<file path="config.mk">
export PLATFORM = sky130hd
export DESIGN_NAME = cfg_port_decoder
export DESIGN_NICKNAME = d
export VERILOG_FILES = /design/src/rtl/cfgdec_pkg.sv /design/src/rtl/cfgdec_fn_table.sv /design/src/rtl/cfgdec_addr_decode.sv /design/src/rtl/cfg_port_decoder.sv
export SDC_FILE = /design/constraint.sdc
export NUM_CORES = 1
export LEC_CHECK = 0
export ABC_AREA = 1
export BUFFER_PORTS_ARGS = -buffer_cell sky130_fd_sc_hd__buf_2
export CAP_MARGIN = 20
export CORE_ASPECT_RATIO = 1.4
export CORE_MARGIN = 5
export CORE_UTILIZATION = 30
export DETAILED_ROUTE_END_ITERATION = 16
export SETUP_SLACK_MARGIN = 0.3
export SLEW_MARGIN = 25
export SYNTH_ARGS = -nofsm -noshare
export SYNTH_HDL_FRONTEND = slang
export SYNTH_HIERARCHICAL = 1
export SYNTH_SLANG_ARGS = --single-unit
export TNS_END_PERCENT = 5
</file>
<file path="constraint.sdc">
create_clock -name clk -period 4.53 [get_ports clk]
set_clock_uncertainty 0.15 [all_clocks]
set_input_delay 0.2265 -clock clk [delete_from_list [all_inputs] [get_ports clk]]
set_output_delay 0.2265 -clock clk [all_outputs]
set_load 0.02 [all_outputs]
</file>
<file path="src/rtl/cfgdec_pkg.sv">
package cfgdec_pkg;

    localparam int unsigned CFG_DW   = 32;
    localparam int unsigned CFG_PW   = 16;
    localparam int unsigned CFG_FNW  = 8;
    localparam int unsigned CFG_OW   = 8;
    localparam int unsigned CFG_LW   = 3;
    localparam int unsigned CFG_LANW = 2;

    localparam logic [CFG_DW-1:0] WIN_MASK  = 32'h80FF_0000;
    localparam logic [CFG_DW-1:0] WIN_MATCH = 32'h8000_0000;
    localparam logic [CFG_LW-1:0] DWORD_LEN = 3'd4;

    typedef enum logic [1:0] {
        ST_IDLE = 2'd0,
        ST_REQ  = 2'd1,
        ST_WAIT = 2'd2
    } seq_e;

    typedef enum logic [1:0] {
        PC_SEL   = 2'd0,
        PC_WIN   = 2'd1,
        PC_OTHER = 2'd2
    } pclass_e;

    typedef struct packed {
        seq_e                 st;
        logic [CFG_DW-1:0]    sel;
        logic [CFG_DW-1:0]    shadow;
        logic                 done;
        logic                 err;
        logic [CFG_DW-1:0]    rdata;
        logic                 fwe;
        logic [CFG_FNW-1:0]   fdev;
        logic [CFG_OW-1:0]    foff;
        logic [CFG_LW-1:0]    flen;
        logic [CFG_LANW-1:0]  flane;
        logic [CFG_DW-1:0]    fwdata;
    } dec_state_t;

    // Offsets a window write may reach: 4..7, 12, 13 and everything above 14.
    function automatic logic wr_open(input logic [CFG_OW-1:0] off);
        return ((off >= 8'd4) && (off <= 8'd7)) || (off == 8'd12) ||
               (off == 8'd13) || (off > 8'd14);
    endfunction

endpackage

</file>
<file path="src/rtl/cfgdec_fn_table.sv">
module cfgdec_fn_table #(
    parameter int unsigned NFN = 256,
    localparam int unsigned IW = $clog2(NFN)
) (
    input  logic          clk,
    input  logic          rst_n,
    input  logic          set_en,
    input  logic [IW-1:0] set_idx,
    input  logic          set_val,
    input  logic [IW-1:0] look_idx,
    output logic          look_hit
);

    logic [NFN-1:0] ent_d;
    logic [NFN-1:0] ent_q;

    for (genvar i = 0; i < NFN; i++) begin : g_ent
        assign ent_d[i] = (set_en && (set_idx == IW'(i))) ? set_val : ent_q[i];

        always_ff @(posedge clk) begin
            if (!rst_n) ent_q[i] <= 1'b0;
            else        ent_q[i] <= ent_d[i];
        end
    end

    assign look_hit = ent_q[look_idx];

endmodule

</file>
<file path="src/rtl/cfgdec_addr_decode.sv">
module cfgdec_addr_decode
    import cfgdec_pkg::*;
#(
    parameter logic [CFG_PW-1:0] SEL_PORT = 16'h0CF8,
    localparam logic [CFG_PW-1:0] WIN_PORT = SEL_PORT + 16'd4
) (
    input  logic [CFG_PW-1:0]   io_port,
    input  logic [CFG_LW-1:0]   io_len,
    input  logic [CFG_DW-1:0]   sel,
    output pclass_e             pclass,
    output logic                len_ok,
    output logic                dword,
    output logic                win_ok,
    output logic [CFG_FNW-1:0]  fn_idx,
    output logic [CFG_OW-1:0]   reg_off,
    output logic [CFG_LANW-1:0] lane
);

    always_comb begin
        if (io_port == SEL_PORT)
            pclass = PC_SEL;
        else if (io_port[CFG_PW-1:CFG_LANW] == WIN_PORT[CFG_PW-1:CFG_LANW])
            pclass = PC_WIN;
        else
            pclass = PC_OTHER;
    end

    assign len_ok  = (io_len != '0) && (io_len <= DWORD_LEN);
    assign dword   = (io_len == DWORD_LEN);
    assign win_ok  = ((sel & WIN_MASK) == WIN_MATCH);
    assign fn_idx  = sel[15:8];
    assign lane    = io_port[CFG_LANW-1:0];
    assign reg_off = {sel[7:2], 2'b00} + {6'd0, lane};

endmodule

</file>
<file path="src/rtl/cfg_port_decoder.sv">
module cfg_port_decoder
    import cfgdec_pkg::*;
#(
    parameter logic [CFG_PW-1:0] SEL_PORT = 16'h0CF8,
    localparam int unsigned NUM_FN = 1 << CFG_FNW
) (
    input  logic                clk,
    input  logic                rst_n,
    input  logic                io_req,
    input  logic                io_we,
    input  logic [CFG_PW-1:0]   io_port,
    input  logic [CFG_LW-1:0]   io_len,
    input  logic [CFG_DW-1:0]   io_wdata,
    output logic                io_done,
    output logic                io_err,
    output logic                io_busy,
    output logic [CFG_DW-1:0]   io_rdata,
    input  logic                fn_set,
    input  logic [CFG_FNW-1:0]  fn_idx,
    input  logic                fn_val,
    output logic                cfg_valid,
    input  logic                cfg_ready,
    output logic                cfg_we,
    output logic [CFG_FNW-1:0]  cfg_dev,
    output logic [CFG_OW-1:0]   cfg_off,
    output logic [CFG_LW-1:0]   cfg_len,
    output logic [CFG_DW-1:0]   cfg_wdata,
    input  logic                cfg_rvalid,
    input  logic [CFG_DW-1:0]   cfg_rdata,
    output logic [CFG_DW-1:0]   data_shadow
);

    dec_state_t d, q;

    pclass_e              pclass;
    logic                 len_ok;
    logic                 dword;
    logic                 win_ok;
    logic [CFG_FNW-1:0]   sel_fn;
    logic [CFG_OW-1:0]    sel_off;
    logic [CFG_LANW-1:0]  lane;
    logic                 fn_hit;
    logic [CFG_DW-1:0]    sel_latch;

    assign sel_latch = q.sel;

    cfgdec_addr_decode #(
        .SEL_PORT (SEL_PORT)
    ) u_dec (
        .io_port (io_port),
        .io_len  (io_len),
        .sel     (q.sel),
        .pclass  (pclass),
        .len_ok  (len_ok),
        .dword   (dword),
        .win_ok  (win_ok),
        .fn_idx  (sel_fn),
        .reg_off (sel_off),
        .lane    (lane)
    );

    cfgdec_fn_table #(
        .NFN (NUM_FN)
    ) u_tab (
        .clk      (clk),
        .rst_n    (rst_n),
        .set_en   (fn_set),
        .set_idx  (fn_idx),
        .set_val  (fn_val),
        .look_idx (sel_fn),
        .look_hit (fn_hit)
    );

    always_comb begin
        d      = q;
        d.done = 1'b0;
        d.err  = 1'b0;
        unique case (q.st)
            ST_IDLE: begin
                if (io_req) begin
                    d.done = 1'b1;
                    unique case (pclass)
                        PC_SEL: begin
                            if (!dword)     d.err   = 1'b1;
                            else if (io_we) d.sel   = io_wdata;
                            else            d.rdata = q.sel;
                        end
                        PC_WIN: begin
                            if (!len_ok) begin
                                d.err = 1'b1;
                            end else if (!win_ok || !fn_hit) begin
                                if (!io_we) begin
                                    d.rdata  = '1;
                                    d.shadow = '1;
                                end
                            end else if (!io_we || wr_open(sel_off)) begin
                                d.done   = 1'b0;
                                d.st     = ST_REQ;
                                d.fwe    = io_we;
                                d.fdev   = sel_fn;
                                d.foff   = sel_off;
                                d.flen   = io_len;
                                d.flane  = lane;
                                d.fwdata = io_wdata;
                            end
                        end
                        default: d.err = 1'b1;
                    endcase
                end
            end
            ST_REQ: begin
                if (cfg_ready) begin
                    if (q.fwe) begin
                        d.st     = ST_IDLE;
                        d.done   = 1'b1;
                        d.shadow = q.fwdata << {q.flane, 3'b000};
                    end else begin
                        d.st = ST_WAIT;
                    end
                end
            end
            ST_WAIT: begin
                if (cfg_rvalid) begin
                    d.st     = ST_IDLE;
                    d.done   = 1'b1;
                    d.rdata  = cfg_rdata;
                    d.shadow = cfg_rdata;
                end
            end
            default: d.st = ST_IDLE;
        endcase
    end

    always_ff @(posedge clk) begin
        if (!rst_n) begin
            q <= '{st: ST_IDLE, default: '0};
        end else begin
            q <= d;
        end
    end

    assign io_done     = q.done;
    assign io_err      = q.err;
    assign io_busy     = (q.st != ST_IDLE);
    assign io_rdata    = q.rdata;
    assign cfg_valid   = (q.st == ST_REQ);
    assign cfg_we      = q.fwe;
    assign cfg_dev     = q.fdev;
    assign cfg_off     = q.foff;
    assign cfg_len     = q.flen;
    assign cfg_wdata   = q.fwdata;
    assign data_shadow = q.shadow;

endmodule

</file>
==> impl_metrics.xml, run 1 <==
<?xml version="1.0" encoding="UTF-8"?>
<metrics>
  <group name="flow_run">
    <metric name="maxCapViolCount" unit="">0</metric>
  </group>
  <group name="final_layout">
    <metric name="final_core_utilization" unit="%">34.1</metric>
    <metric name="layout.cells.most_common_list" unit="">690 x sky130_fd_sc_hd__nand2_1, 415 x sky130_fd_sc_hd__nand3_1, 407 x sky130_fd_sc_hd__dfxtp_1</metric>
    <metric name="mostFrequentLayoutCell" unit="">sky130_fd_sc_hd__nand2_1</metric>
    <metric name="drive_gt1_share" unit="%">13.3</metric>
    <metric name="finish.net_count" unit="">3307</metric>
    <metric name="flow.area_growth_from_synthesis" unit="%">13.0</metric>
  </group>
  <group name="floorplan">
    <metric name="initial_core_util" unit="%">30.2</metric>
    <metric name="core_area" unit="sq um">71300</metric>
    <metric name="ioPinCount" unit="">219</metric>
    <metric name="floorplan.rows" unit="">116</metric>
    <metric name="floorplan.die.width" unit="um">236</metric>
    <metric name="die-height" unit="um">327</metric>
    <metric name="fp.dieArea" unit="sq um">77200</metric>
  </group>
  <group name="timing">
    <metric name="timing.final.hold_violations" unit="">0</metric>
    <metric name="rsz0062_at_grt" unit="">false</metric>
    <metric name="slew_viol_final" unit="">0</metric>
    <metric name="fin_crit_sh" unit="%">85.8</metric>
    <metric name="timing_worst_slew_pin_value" unit="ns">1.03</metric>
    <metric name="final.setup.tns" unit="ns">0</metric>
    <metric name="headroom_to_the_max_slew_limit" unit="%">31.6</metric>
    <metric name="setup_viol_count_final" unit="">0</metric>
    <metric name="finalCriticalPeriod" unit="ns">3.89</metric>
    <metric name="max_freq" unit="MHz">257</metric>
  </group>
  <group name="logic_synthesis">
    <metric name="syn_area_per_cell" unit="sq um">6.73</metric>
    <metric name="yosys.cell_types.count" unit="">33</metric>
    <metric name="yosysTopAreaCellShare" unit="%">38.2</metric>
    <metric name="post-synth-top-area-cell" unit="">sky130_fd_sc_hd__dfxtp_1</metric>
    <metric name="synth_seq_area_share" unit="%">38.2</metric>
    <metric name="syn-cell-area" unit="sq um">21500</metric>
    <metric name="synthesis.nets" unit="">3298</metric>
    <metric name="yosys_register_bits" unit="">410</metric>
    <metric name="cells_after_synth" unit="">3198</metric>
    <metric name="synth_top_area_cells" unit="">sky130_fd_sc_hd__dfxtp_1 38%, sky130_fd_sc_hd__nand2_1 12%, sky130_fd_sc_hd__nand3_1 9.7%, sky130_fd_sc_hd__a21oi_1 8.2%, sky130_fd_sc_hd__nor3_1 7.7%</metric>
    <metric name="yosysWarnings" unit="">6</metric>
  </group>
  <group name="placement">
    <metric name="dp_hpwl" unit="um">57000</metric>
    <metric name="globalplace.congestion" unit="">0.974</metric>
    <metric name="port-buffer-count" unit="">218</metric>
  </group>
  <group name="clocking">
    <metric name="tritoncts" unit="">done</metric>
    <metric name="cts_inserted_buffers" unit="">44</metric>
    <metric name="count_of_clock_tree_sinks" unit="">410</metric>
    <metric name="cts_root_buf" unit="">sky130_fd_sc_hd__clkbuf_16</metric>
    <metric name="clockBufferDepth" unit="">3</metric>
    <metric name="htreeDepth" unit="">2</metric>
    <metric name="clock_latency" unit="ns">0.59</metric>
    <metric name="cts_setup_buffers" unit="">0</metric>
    <metric name="clk_pin_slew_worst_paths" unit="ns">0.06</metric>
  </group>
  <group name="hold_path">
    <metric name="worst_hold_path_type" unit="">in2reg</metric>
  </group>
  <group name="global_routing">
    <metric name="globalRouteTotalUtil" unit="%">21.4</metric>
    <metric name="grt_pass1_wl" unit="um">131000</metric>
    <metric name="grt_start_max_net_pins" unit="">120</metric>
    <metric name="antenna_violations_before_repair" unit="">3</metric>
    <metric name="grt-ovfl-total" unit="">0</metric>
    <metric name="number_of_global_route_vias_before_repair" unit="">21329</metric>
  </group>
  <group name="pwr">
    <metric name="power_frac_seq" unit="%">46.2</metric>
    <metric name="clock_power_share" unit="%">48.6</metric>
    <metric name="comb_power_share" unit="%">5.2</metric>
    <metric name="internal-power" unit="mW">5.91</metric>
    <metric name="pleak" unit="nW">9.24</metric>
    <metric name="vdd_ir_drop_max" unit="mV">0.235</metric>
    <metric name="switching_portion_of_total_power" unit="%">24.3</metric>
    <metric name="pwr_density_cell" unit="nW/um^2">321</metric>
    <metric name="power.switching" unit="mW">1.90</metric>
  </group>
  <group name="setup_path">
    <metric name="arrival_time_worst_endpoint" unit="ns">4.21</metric>
    <metric name="critical_path.endpoint_type" unit="">register</metric>
    <metric name="path_class" unit="">reg2reg</metric>
    <metric name="critical_path.max_fanout" unit="">33</metric>
    <metric name="worst-endpoint-required" unit="ns">4.85</metric>
    <metric name="reg2reg_setup_slack" unit="ns">0.64</metric>
    <metric name="startpoint_class" unit="">register</metric>
  </group>
  <group name="drt">
    <metric name="drtIter0Drc" unit="">2069</metric>
    <metric name="drt-vias-per-instance" unit="">5.34</metric>
    <metric name="drt_first_pass_iters" unit="">5</metric>
    <metric name="wirelength" unit="um">87500</metric>
    <metric name="drt_drc_violations_left" unit="">0</metric>
    <metric name="route.detailed.wl_per_inst" unit="um">20.9</metric>
    <metric name="postRouteAntennaNets" unit="">0</metric>
    <metric name="vias" unit="">22343</metric>
  </group>
  <group name="status">
    <metric name="run_status" unit="">complete, no violations</metric>
  </group>
</metrics>
-- cell usage after synthesis --
library cell and number:
sky130_fd_sc_hd__inv_1 147, sky130_fd_sc_hd__nand3b_4 1, sky130_fd_sc_hd__buf_2 105, sky130_fd_sc_hd__nor3_1 330
sky130_fd_sc_hd__clkbuf_1 116, sky130_fd_sc_hd__nand2_4 3, sky130_fd_sc_hd__nor2_8 1, sky130_fd_sc_hd__nand3_2 1
sky130_fd_sc_hd__nand2_1 690, sky130_fd_sc_hd__nor2_1 169, sky130_fd_sc_hd__nor2_2 18, sky130_fd_sc_hd__nor2_4 19
sky130_fd_sc_hd__dfxtp_1 410, sky130_fd_sc_hd__nor3_2 1, sky130_fd_sc_hd__buf_4 151, sky130_fd_sc_hd__o21bai_1 1
sky130_fd_sc_hd__nor3_4 2, sky130_fd_sc_hd__a21oi_1 353, sky130_fd_sc_hd__buf_1 2, sky130_fd_sc_hd__nand4_1 46
sky130_fd_sc_hd__o211ai_1 5, sky130_fd_sc_hd__buf_8 1, sky130_fd_sc_hd__nor2b_2 1, sky130_fd_sc_hd__buf_6 13
sky130_fd_sc_hd__o21ai_2 1, sky130_fd_sc_hd__inv_2 21, sky130_fd_sc_hd__ha_1 1, sky130_fd_sc_hd__clkinv_1 2
sky130_fd_sc_hd__o21ai_0 161, sky130_fd_sc_hd__nand3_1 415, sky130_fd_sc_hd__nand2_2 4, sky130_fd_sc_hd__o21ai_1 6
sky130_fd_sc_hd__clkinv_2 1
-- worst paths after layout --
check / from / endpoint / depth (start not counted)
max: sel_latch[8]$_SDFFE_PN0P_ / io_rdata[27]$_SDFFE_PN0P_ / 20
min: cfg_rdata[19] / io_rdata[19]$_SDFFE_PN0P_ / 5
max reg2reg: sel_latch[8]$_SDFFE_PN0P_ / io_rdata[27]$_SDFFE_PN0P_ / 20
min reg2reg: cfg_len[2]$_SDFFE_PN0P_ / cfg_len[2]$_SDFFE_PN0P_ / 2
-- flip-flops by register name (all words and copies together), names as in the netlist --
| name | flops |
|---|---|
| cfg_dev | 8 |
| cfg_len | 3 |
| cfg_off | 8 |
| cfg_wdata | 32 |
| cfg_we | 1 |
| data_shadow | 32 |
| io_done | 1 |
| io_err | 1 |
| io_rdata | 32 |
| q | 4 |
| sel_latch | 32 |
| u_tab/ent_q | 256 |
-- kinds of logic after synthesis --
logic type               after synthesis  synth area share [%]
AND/OR/NAND/NOR                     1701                  35.9
buffers and inverters                559                  13.5
AO/OA/AOI/OAI                        527                  12.3
flip-flops                           410                  38.2
adder cells (fa/ha/maj)                1                0.0582
-- per-layer routing --
metal	track usage (%)	vias up	routed length (um)
met1	25.0	10464	33000
met3	3.34	267	6060
met5	0	-	27
met2	36.3	1056	42000
met4	13.5	4	6400
li1	-	10552	-
-- worst max-delay path, stage by stage (launching register included) --
cell                      delay (ns)
sky130_fd_sc_hd__dfxtp_4        0.47
sky130_fd_sc_hd__inv_4          0.37
sky130_fd_sc_hd__buf_4          0.36
sky130_fd_sc_hd__nand2_1        0.08
sky130_fd_sc_hd__nand3_1        0.07
sky130_fd_sc_hd__nand3_1        0.09
sky130_fd_sc_hd__nand3_1        0.12
sky130_fd_sc_hd__nand3_1        0.18
sky130_fd_sc_hd__nand2_1        0.13
sky130_fd_sc_hd__nand2_1        0.05
sky130_fd_sc_hd__nand3_1        0.08
sky130_fd_sc_hd__nand3_1        0.07
sky130_fd_sc_hd__nand2_1        0.19
sky130_fd_sc_hd__nand2_1        0.11
sky130_fd_sc_hd__nand2_1        0.11
sky130_fd_sc_hd__nor2_1         0.08
sky130_fd_sc_hd__o21ai_4        0.59
sky130_fd_sc_hd__buf_4          0.27
sky130_fd_sc_hd__nand2_1        0.06
sky130_fd_sc_hd__nand2_1        0.05
sky130_fd_sc_hd__nor2_1         0.04
-- repair_timing --
| item | 4_1_cts | 5_1_grt |
|---|---|---|
| hold buffers | 73 | 0 |
| hold endpoints to repair | 136 | 0 |
| gates resized for setup | 0 | 0 |
| setup endpoints to repair | 0 | 0 |
-- final cells by class --
class,count,area (sq um)
Fill cell,7722,47000
Sequential cell,410,8210
Antenna cell,1,2.50
Tap cell,944,1180
Clock buffer,65,1360
Multi-Input combinational cell,2229,10400
Inverter,171,651
Timing Repair Buffer,351,2350
Clock inverter,12,134
-- stage by stage --
stage | cells | total power [mW] | hold slack (ns) | setup WS (ns) | cell area [sq um]
after floorplan | 3198 | 3.89 | 0.211 | 2.02 | 21500
after global placement | 4032 | 4.04 | 0.297 | 0.777 | 22100
after detailed placement | 4032 | 4.04 | 0.303 | 0.709 | 22100
after CTS | 4182 | 7.86 | 0.000738 | 0.674 | 24300
after global routing | 4182 | 8.03 | 0.0319 | 0.419 | 24300
final | 4183 | 7.81 | 0.0211 | 0.644 | 24300
-- power groups by stage --
stage          registers (mW)  logic, mW  clock network, mW
4_1_cts                  3.61      0.395               3.86
5_1_grt                  3.61      0.424               3.99
2_1_floorplan            3.69      0.192                  0
6_report                 3.61      0.405               3.79
3_3_place_gp             3.69      0.348                  0
3_5_place_dp             3.69      0.345                  0
Note: power is estimated with default switching activity, not from simulation.
==> run 2: changes to the inputs <==
--- a/config.mk
+++ b/config.mk
@@ -6,12 +6,12 @@
 export NUM_CORES = 1
 export LEC_CHECK = 0
 export ABC_AREA = 1
-export BUFFER_PORTS_ARGS = -buffer_cell sky130_fd_sc_hd__buf_2
 export CAP_MARGIN = 20
 export CORE_ASPECT_RATIO = 1.4
 export CORE_MARGIN = 5
 export CORE_UTILIZATION = 30
 export DETAILED_ROUTE_END_ITERATION = 16
+export DONT_BUFFER_PORTS = 1
 export SETUP_SLACK_MARGIN = 0.3
 export SLEW_MARGIN = 25
 export SYNTH_ARGS = -nofsm -noshare
==> run 2 against run 1 <==
Sequential share of layout area increased by 0.68 points. Hold slack improved by 0.020 ns. Combinational power decreased by 11%. Largest cell class unchanged. Critical path type unchanged.
==> impl_metrics.xml, run 2 (synthesis gave the netlist of run 1 again) <==
<?xml version="1.0" encoding="UTF-8"?>
<metrics>
  <group name="timing">
    <metric name="setup_viol_count_final" unit="">0</metric>
    <metric name="final.setup.tns" unit="ns">0</metric>
    <metric name="finalCriticalPeriod" unit="ns">3.97</metric>
    <metric name="max_freq" unit="MHz">252</metric>
    <metric name="timing_worst_slew_pin_value" unit="ns">1.06</metric>
    <metric name="slew_viol_final" unit="">0</metric>
    <metric name="rsz0062_at_grt" unit="">false</metric>
    <metric name="headroom_to_the_max_slew_limit" unit="%">29.5</metric>
    <metric name="fin_crit_sh" unit="%">87.7</metric>
    <metric name="timing.final.hold_violations" unit="">0</metric>
    <metric name="hold-worst-slack" unit="ns">0.0407</metric>
  </group>
  <group name="floorplan">
    <metric name="core_area" unit="sq um">71300</metric>
    <metric name="fp.dieArea" unit="sq um">77200</metric>
    <metric name="initial_core_util" unit="%">30.2</metric>
    <metric name="ioPinCount" unit="">219</metric>
    <metric name="floorplan.rows" unit="">116</metric>
    <metric name="die-height" unit="um">327</metric>
    <metric name="floorplan.die.width" unit="um">236</metric>
  </group>
  <group name="pwr">
    <metric name="pwr_density_cell" unit="nW/um^2">326</metric>
    <metric name="pleak" unit="nW">8.42</metric>
    <metric name="vdd_ir_drop_max" unit="mV">0.278</metric>
  </group>
  <group name="drt">
    <metric name="drt-vias-per-instance" unit="">5.46</metric>
    <metric name="drt_drc_violations_left" unit="">0</metric>
    <metric name="postRouteAntennaNets" unit="">0</metric>
    <metric name="drtIter0Drc" unit="">1991</metric>
    <metric name="route.detailed.wl_per_inst" unit="um">22.1</metric>
    <metric name="wirelength" unit="um">88800</metric>
    <metric name="drt_first_pass_iters" unit="">6</metric>
    <metric name="vias" unit="">21969</metric>
  </group>
  <group name="clocking">
    <metric name="count_of_clock_tree_sinks" unit="">410</metric>
    <metric name="htreeDepth" unit="">2</metric>
    <metric name="clockBufferDepth" unit="">3</metric>
    <metric name="cts_inserted_buffers" unit="">42</metric>
    <metric name="cts_setup_buffers" unit="">0</metric>
    <metric name="cts_root_buf" unit="">sky130_fd_sc_hd__clkbuf_16</metric>
    <metric name="tritoncts" unit="">done</metric>
    <metric name="clock_latency" unit="ns">0.59</metric>
    <metric name="clk_pin_slew_worst_paths" unit="ns">0.07</metric>
  </group>
  <group name="final_layout">
    <metric name="layout.cells.most_common_list" unit="">689 x sky130_fd_sc_hd__nand2_1, 415 x sky130_fd_sc_hd__nand3_1, 407 x sky130_fd_sc_hd__dfxtp_1</metric>
    <metric name="area.sequential" unit="sq um">8210</metric>
    <metric name="filler_cell_count" unit="">7656</metric>
    <metric name="drive_gt1_share" unit="%">6.53</metric>
    <metric name="max_flop_register" unit="">u_tab/ent_q</metric>
    <metric name="flow.area_growth_from_synthesis" unit="%">10.8</metric>
    <metric name="finish.net_count" unit="">3143</metric>
    <metric name="mostFrequentLayoutCell" unit="">sky130_fd_sc_hd__nand2_1</metric>
    <metric name="largest_reg_flops" unit="">256</metric>
    <metric name="multi_input_comb_area" unit="sq um">10400</metric>
  </group>
  <group name="setup_path">
    <metric name="critical_path.endpoint_type" unit="">register</metric>
    <metric name="worst-endpoint-required" unit="ns">4.84</metric>
    <metric name="path_class" unit="">reg2reg</metric>
    <metric name="arrival_time_worst_endpoint" unit="ns">4.28</metric>
    <metric name="critical_path.max_fanout" unit="">38</metric>
    <metric name="startpoint_class" unit="">register</metric>
  </group>
  <group name="global_routing">
    <metric name="number_of_global_route_vias_before_repair" unit="">20856</metric>
    <metric name="grt_start_max_net_pins" unit="">214</metric>
    <metric name="grt-ovfl-total" unit="">0</metric>
    <metric name="grt_pass1_wl" unit="um">132000</metric>
    <metric name="globalRouteTotalUtil" unit="%">21.7</metric>
    <metric name="antenna_violations_before_repair" unit="">1</metric>
  </group>
  <group name="flow_run">
    <metric name="maxCapViolCount" unit="">0</metric>
  </group>
  <group name="placement">
    <metric name="globalplace.congestion" unit="">0.933</metric>
    <metric name="dp_hpwl" unit="um">55700</metric>
    <metric name="port-buffer-count" unit="">0</metric>
  </group>
  <group name="hold_path">
    <metric name="worst_hold_path_type" unit="">in2reg</metric>
  </group>
  <group name="status">
    <metric name="run_status" unit="">complete, no violations</metric>
  </group>
</metrics>
-- run 2: cell types whose count changed in the layout (fill, tap and decap cells not counted), sizes merged --
| cell | previous run | this run |
|---|---|---|
| buf | 278 | 48 |
| dlygate4sd3 | 73 | 141 |
| clkbuf | 65 | 61 |
| inv | 169 | 172 |
| bufinv | 2 | 4 |
| clkinv | 10 | 12 |
| clkinvlp | 2 | 0 |
-- run 2: what timing repair did --
| action | CTS | global route |
|---|---|---|
| endpoints found under the setup margin | 0 | 1 |
| hold buffers | 143 | 0 |
| endpoints found under the hold margin | 396 | 0 |
| resized for setup | 0 | 1 |
-- run 2: through the flow --
step / area (sq um) / power [mW] / cells / worst slack (ns) / util (%)
2_1_floorplan: 21500 / 3.89 / 3198 / 2.02 / -
3_3_place_gp: 20900 / 3.92 / 3800 / 1.11 / 29.3
3_5_place_dp: 20900 / 3.92 / 3800 / 1.06 / 29.3
4_1_cts: 23800 / 7.82 / 4021 / 0.564 / 33.4
5_1_grt: 23800 / 7.97 / 4022 / 0.322 / 33.4
6_report: 23800 / 7.77 / 4022 / 0.559 / 33.4
-- run 2: critical path, cell delays in order, from the launching register on --
cell and delay, ns:
sky130_fd_sc_hd__dfxtp_4 0.37, sky130_fd_sc_hd__inv_4 0.31, sky130_fd_sc_hd__buf_12 0.26, sky130_fd_sc_hd__nand2_1 0.08, sky130_fd_sc_hd__nand3_1 0.07, sky130_fd_sc_hd__nand3_1 0.08
sky130_fd_sc_hd__nand3_1 0.13, sky130_fd_sc_hd__nand3_1 0.23, sky130_fd_sc_hd__nand2_1 0.20, sky130_fd_sc_hd__nand2_1 0.07, sky130_fd_sc_hd__nand3_1 0.08, sky130_fd_sc_hd__nand3_1 0.07
sky130_fd_sc_hd__nand2_1 0.10, sky130_fd_sc_hd__nand2_1 0.09, sky130_fd_sc_hd__inv_2 0.07, sky130_fd_sc_hd__nand3_2 0.30, sky130_fd_sc_hd__buf_12 0.30, sky130_fd_sc_hd__nor2_1 0.23
sky130_fd_sc_hd__nor2_1 0.07, sky130_fd_sc_hd__dlygate4sd3_1 0.55
-- run 2: area by class of cell --
| class | count | share of cell area, % |
|---|---|---|
| timing repair buffer | 189 | 7.93 |
| antenna | 1 | 0.0105 |
| sequential | 410 | 34.5 |
| inverter | 171 | 2.73 |
| multi-input combinational | 2229 | 43.7 |
| clock inverter | 17 | 0.903 |
| clock buffer | 61 | 5.30 |
| tap | 944 | 4.96 |
-- run 2: path summary, 6_finish.rpt --
| kind | startpoint | end | slack, ns | depth (start not counted) |
|---|---|---|---|---|
| hold / removal | io_len[2] | io_err$_SDFF_PN0_ | 0.04 | 4 |
| hold reg to reg | u_tab/ent_q[65]$_SDFFE_PN0P_ | u_tab/ent_q[65]$_SDFFE_PN0P_ | 0.32 | 2 |
| setup reg to reg | sel_latch[8]$_SDFFE_PN0P_ | q[33]$_SDFFE_PN0P_ | 0.56 | 19 |
| setup / recovery | sel_latch[8]$_SDFFE_PN0P_ | q[33]$_SDFFE_PN0P_ | 0.56 | 19 |
-- run 2: report_power, final --
group,total (mW),internal [mW],switching (mW)
sequential,3.61,3.61,0.00446
clock,3.80,2.18,1.61
combinational,0.360,0.0858,0.274
-- run 2: per-layer routing --
metal | GRT usage, % | vias up | wire length, um
met1 | 24.7 | 10261 | 31900
met3 | 3.68 | 330 | 6820
met5 | 0 | - | 0
met2 | 36.2 | 1142 | 41900
met4 | 16.3 | 0 | 8190
li1 | - | 10236 | -
==> run 3: changes to the inputs <==
--- a/config.mk
+++ b/config.mk
@@ -9,9 +9,10 @@
 export CAP_MARGIN = 20
 export CORE_ASPECT_RATIO = 1.4
 export CORE_MARGIN = 5
-export CORE_UTILIZATION = 30
+export CORE_UTILIZATION = 40
 export DETAILED_ROUTE_END_ITERATION = 16
 export DONT_BUFFER_PORTS = 1
+export REMOVE_ABC_BUFFERS = 1
 export SETUP_SLACK_MARGIN = 0.3
 export SLEW_MARGIN = 25
 export SYNTH_ARGS = -nofsm -noshare
==> run 3 against run 2 <==
Fmax decreased by 3.5%. Final cell count is 5.9% lower. Count of clock-buffer cells in the layout increased by 3. First-iteration DRC count increased by 25%. Routed wire length fell by 9.2%. Via count barely moved. Sequential power about the same. Global-route usage grew 4.2 points. Non-clock buffer count is 7 lower. Clock power down 4%. Critical path type unchanged.
==> impl_metrics.xml, run 3 (synthesis gave the netlist of run 1 again) <==
<?xml version="1.0" encoding="UTF-8"?>
<metrics>
  <group name="hold_path">
    <metric name="min-delay-start" unit="">io_req</metric>
    <metric name="worst_hold_path_type" unit="">in2reg</metric>
    <metric name="hold_depth" unit="">6</metric>
  </group>
  <group name="clocking">
    <metric name="clk_pin_slew_worst_paths" unit="ns">0.07</metric>
    <metric name="count_of_clock_tree_sinks" unit="">410</metric>
    <metric name="cts_inserted_buffers" unit="">42</metric>
    <metric name="tritoncts" unit="">done</metric>
    <metric name="clockBufferDepth" unit="">3</metric>
    <metric name="clock_latency" unit="ns">0.56</metric>
    <metric name="htreeDepth" unit="">2</metric>
    <metric name="cts_root_buf" unit="">sky130_fd_sc_hd__clkbuf_16</metric>
    <metric name="cts_setup_buffers" unit="">0</metric>
  </group>
  <group name="pwr">
    <metric name="vdd_ir_drop_max" unit="mV">0.338</metric>
    <metric name="pleak" unit="nW">8.37</metric>
    <metric name="power.total" unit="mW">7.60</metric>
    <metric name="pwr_density_cell" unit="nW/um^2">323</metric>
  </group>
  <group name="setup_path">
    <metric name="critPathLaunch" unit="">sel_latch[8]$_SDFFE_PN0P_</metric>
    <metric name="cp_num_cells" unit="">21</metric>
    <metric name="crit_path_buffers_inverters" unit="">4</metric>
    <metric name="critical_path.max_fanout" unit="">30</metric>
    <metric name="crit_path_top_delay_cell" unit="">sky130_fd_sc_hd__dlygate4sd3_1</metric>
    <metric name="arrival_time_worst_endpoint" unit="ns">4.42</metric>
    <metric name="worst-endpoint-required" unit="ns">4.83</metric>
    <metric name="critical_path.max_stage_delay" unit="ns">0.54</metric>
    <metric name="path_class" unit="">reg2reg</metric>
    <metric name="startpoint_class" unit="">register</metric>
    <metric name="reg2reg_depth" unit="">21</metric>
    <metric name="cp_top_family" unit="">simple AND/OR/NAND/NOR gates</metric>
    <metric name="r2r_start" unit="">sel_latch[8]$_SDFFE_PN0P_</metric>
    <metric name="critical_path.most_common_cell" unit="">sky130_fd_sc_hd__nand2_1</metric>
    <metric name="critical_path.endpoint_type" unit="">register</metric>
    <metric name="crit_path_cell_trace" unit="">clkinv_2, buf_4, nand2_1, nand3_1, nand3_1, nand3_1, nand3_1, nand2_1, nand2_1, nand3_1, nand3_1, nand2_1, nand2_1, nand2_1, nor2_1, o21ai_4, buf_12, nand2_1, nand2_1, nor2_1, dlygate4sd3_1</metric>
  </group>
  <group name="drt">
    <metric name="drt-met1-wl" unit="um">29900</metric>
    <metric name="route.detailed.wl_per_inst" unit="um">21.3</metric>
    <metric name="drt_drc_violations_left" unit="">0</metric>
    <metric name="wirelength" unit="um">80700</metric>
    <metric name="topRoutingLayerUsed" unit="">met4</metric>
    <metric name="drt-vias-per-instance" unit="">5.80</metric>
    <metric name="met2_wirelength" unit="um">39100</metric>
    <metric name="routed-wl-met3" unit="um">7570</metric>
    <metric name="vias" unit="">21960</metric>
    <metric name="postRouteAntennaNets" unit="">0</metric>
    <metric name="drt_first_pass_iters" unit="">6</metric>
    <metric name="drtIter0Drc" unit="">2491</metric>
  </group>
  <group name="timing">
    <metric name="hold-worst-slack" unit="ns">0.0312</metric>
    <metric name="timing.final.hold_violations" unit="">0</metric>
    <metric name="slew_viol_final" unit="">0</metric>
    <metric name="timing_worst_slew_pin_value" unit="ns">1.21</metric>
    <metric name="rsz0062_at_grt" unit="">true</metric>
    <metric name="headroom_to_the_max_slew_limit" unit="%">19.1</metric>
    <metric name="fin_crit_sh" unit="%">90.9</metric>
    <metric name="final.setup.tns" unit="ns">0</metric>
    <metric name="finalCriticalPeriod" unit="ns">4.12</metric>
    <metric name="max_freq" unit="MHz">243</metric>
    <metric name="setup_viol_count_final" unit="">0</metric>
  </group>
  <group name="placement">
    <metric name="port-buffer-count" unit="">0</metric>
    <metric name="dpl_cell_area" unit="sq um">20400</metric>
    <metric name="globalplace.congestion" unit="">0.871</metric>
    <metric name="dp_hpwl" unit="um">48000</metric>
  </group>
  <group name="final_layout">
    <metric name="max_flop_register" unit="">u_tab/ent_q</metric>
    <metric name="mostFrequentLayoutCell" unit="">sky130_fd_sc_hd__nand2_1</metric>
    <metric name="filler_cell_count" unit="">5417</metric>
    <metric name="largest_reg_flops" unit="">256</metric>
    <metric name="drive_gt1_share" unit="%">5.87</metric>
    <metric name="finish.net_count" unit="">3136</metric>
    <metric name="layout.cells.most_common_list" unit="">689 x sky130_fd_sc_hd__nand2_1, 415 x sky130_fd_sc_hd__nand3_1, 408 x sky130_fd_sc_hd__dfxtp_1</metric>
    <metric name="layout.cell_area.non_filler" unit="sq um">23500</metric>
    <metric name="flow.area_growth_from_synthesis" unit="%">9.23</metric>
    <metric name="final_core_utilization" unit="%">44.2</metric>
  </group>
  <group name="global_routing">
    <metric name="grt_start_max_net_pins" unit="">212</metric>
    <metric name="antenna_violations_before_repair" unit="">1</metric>
    <metric name="number_of_global_route_vias_before_repair" unit="">21304</metric>
    <metric name="grt_pass1_wl" unit="um">122000</metric>
    <metric name="grt-ovfl-total" unit="">0</metric>
    <metric name="globalRouteTotalUtil" unit="%">25.9</metric>
  </group>
  <group name="floorplan">
    <metric name="fp.dieArea" unit="sq um">58600</metric>
    <metric name="floorplan.die.width" unit="um">206</metric>
    <metric name="initial_core_util" unit="%">40.5</metric>
    <metric name="die-height" unit="um">284</metric>
    <metric name="core_area" unit="sq um">53200</metric>
    <metric name="floorplan.rows" unit="">100</metric>
    <metric name="ioPinCount" unit="">219</metric>
  </group>
  <group name="flow_run">
    <metric name="maxCapViolCount" unit="">0</metric>
  </group>
  <group name="status">
    <metric name="run_status" unit="">complete, no violations</metric>
  </group>
</metrics>
## run 3: cell types whose count changed in the layout (fill, tap and decap cells not counted), moves of 2 or more
cell	delta
sky130_fd_sc_hd__dfxtp_2	-2
sky130_fd_sc_hd__clkinv_4	-2
sky130_fd_sc_hd__clkinv_2	+2
sky130_fd_sc_hd__clkbuf_16	+2
sky130_fd_sc_hd__dlygate4sd3_1	+9
sky130_fd_sc_hd__buf_4	-17
sky130_fd_sc_hd__clkbuf_1	+3
## run 3: routing by layer
metal	vias up	global-route usage (%)
met3	239	5.53
met1	10325	30.7
li1	10206	-
met2	1190	44.3
met4	0	12.2
met5	-	0
## run 3: metrics by stage
step           setup slack (ns)  std cells
2_1_floorplan             -2.58       2810
3_3_place_gp              0.912       3552
3_5_place_dp              0.856       3552
4_1_cts                   0.418       3781
5_1_grt                   0.238       3784
6_report                  0.413       3784
## run 3: where the power goes
group	switching (mW)	total, mW	leakage, nW	internal [mW]
Sequential	0.00424	3.61	3.30	3.61
Combinational	0.260	0.342	4.35	0.0821
Clock	1.53	3.64	0.709	2.11
Total	1.79	7.60	8.37	5.80
## run 3: worst paths after layout
path	end	slack (ns)
worst max register to register	io_rdata[9]$_SDFFE_PN0P_	0.41
worst max-delay path	io_rdata[9]$_SDFFE_PN0P_	0.41
worst min register to register	sel_latch[27]$_SDFFE_PN0P_	0.30
worst min-delay path	io_rdata[29]$_SDFFE_PN0P_	0.03
## run 3: tightest hold or removal path, cell delays in order
cell and delay, ns:
sky130_fd_sc_hd__inv_1 0.04, sky130_fd_sc_hd__nor2_2 0.13, sky130_fd_sc_hd__nand2_1 0.11, sky130_fd_sc_hd__nand2_1 0.04
sky130_fd_sc_hd__nor2_1 0.09, sky130_fd_sc_hd__nor2_1 0.05
## run 3: timing repair
action	in CTS	in global routing
hold buffers	152	0
setup endpoints to repair	0	20
hold endpoints to repair	396	0
resized for setup	0	3
## run 3: area by class of cell
class / count / area [sq um] / area share (%)
Timing Repair Buffer: 182 / 1900 / 8.08
Clock buffer: 64 / 1270 / 5.43
Sequential cell: 410 / 8220 / 35.0
Multi-Input combinational cell: 2229 / 10400 / 44.3
Tap cell: 714 / 893 / 3.80
Antenna cell: 1 / 2.50 / 0.0107
Inverter: 171 / 649 / 2.76
Clock inverter: 13 / 144 / 0.612
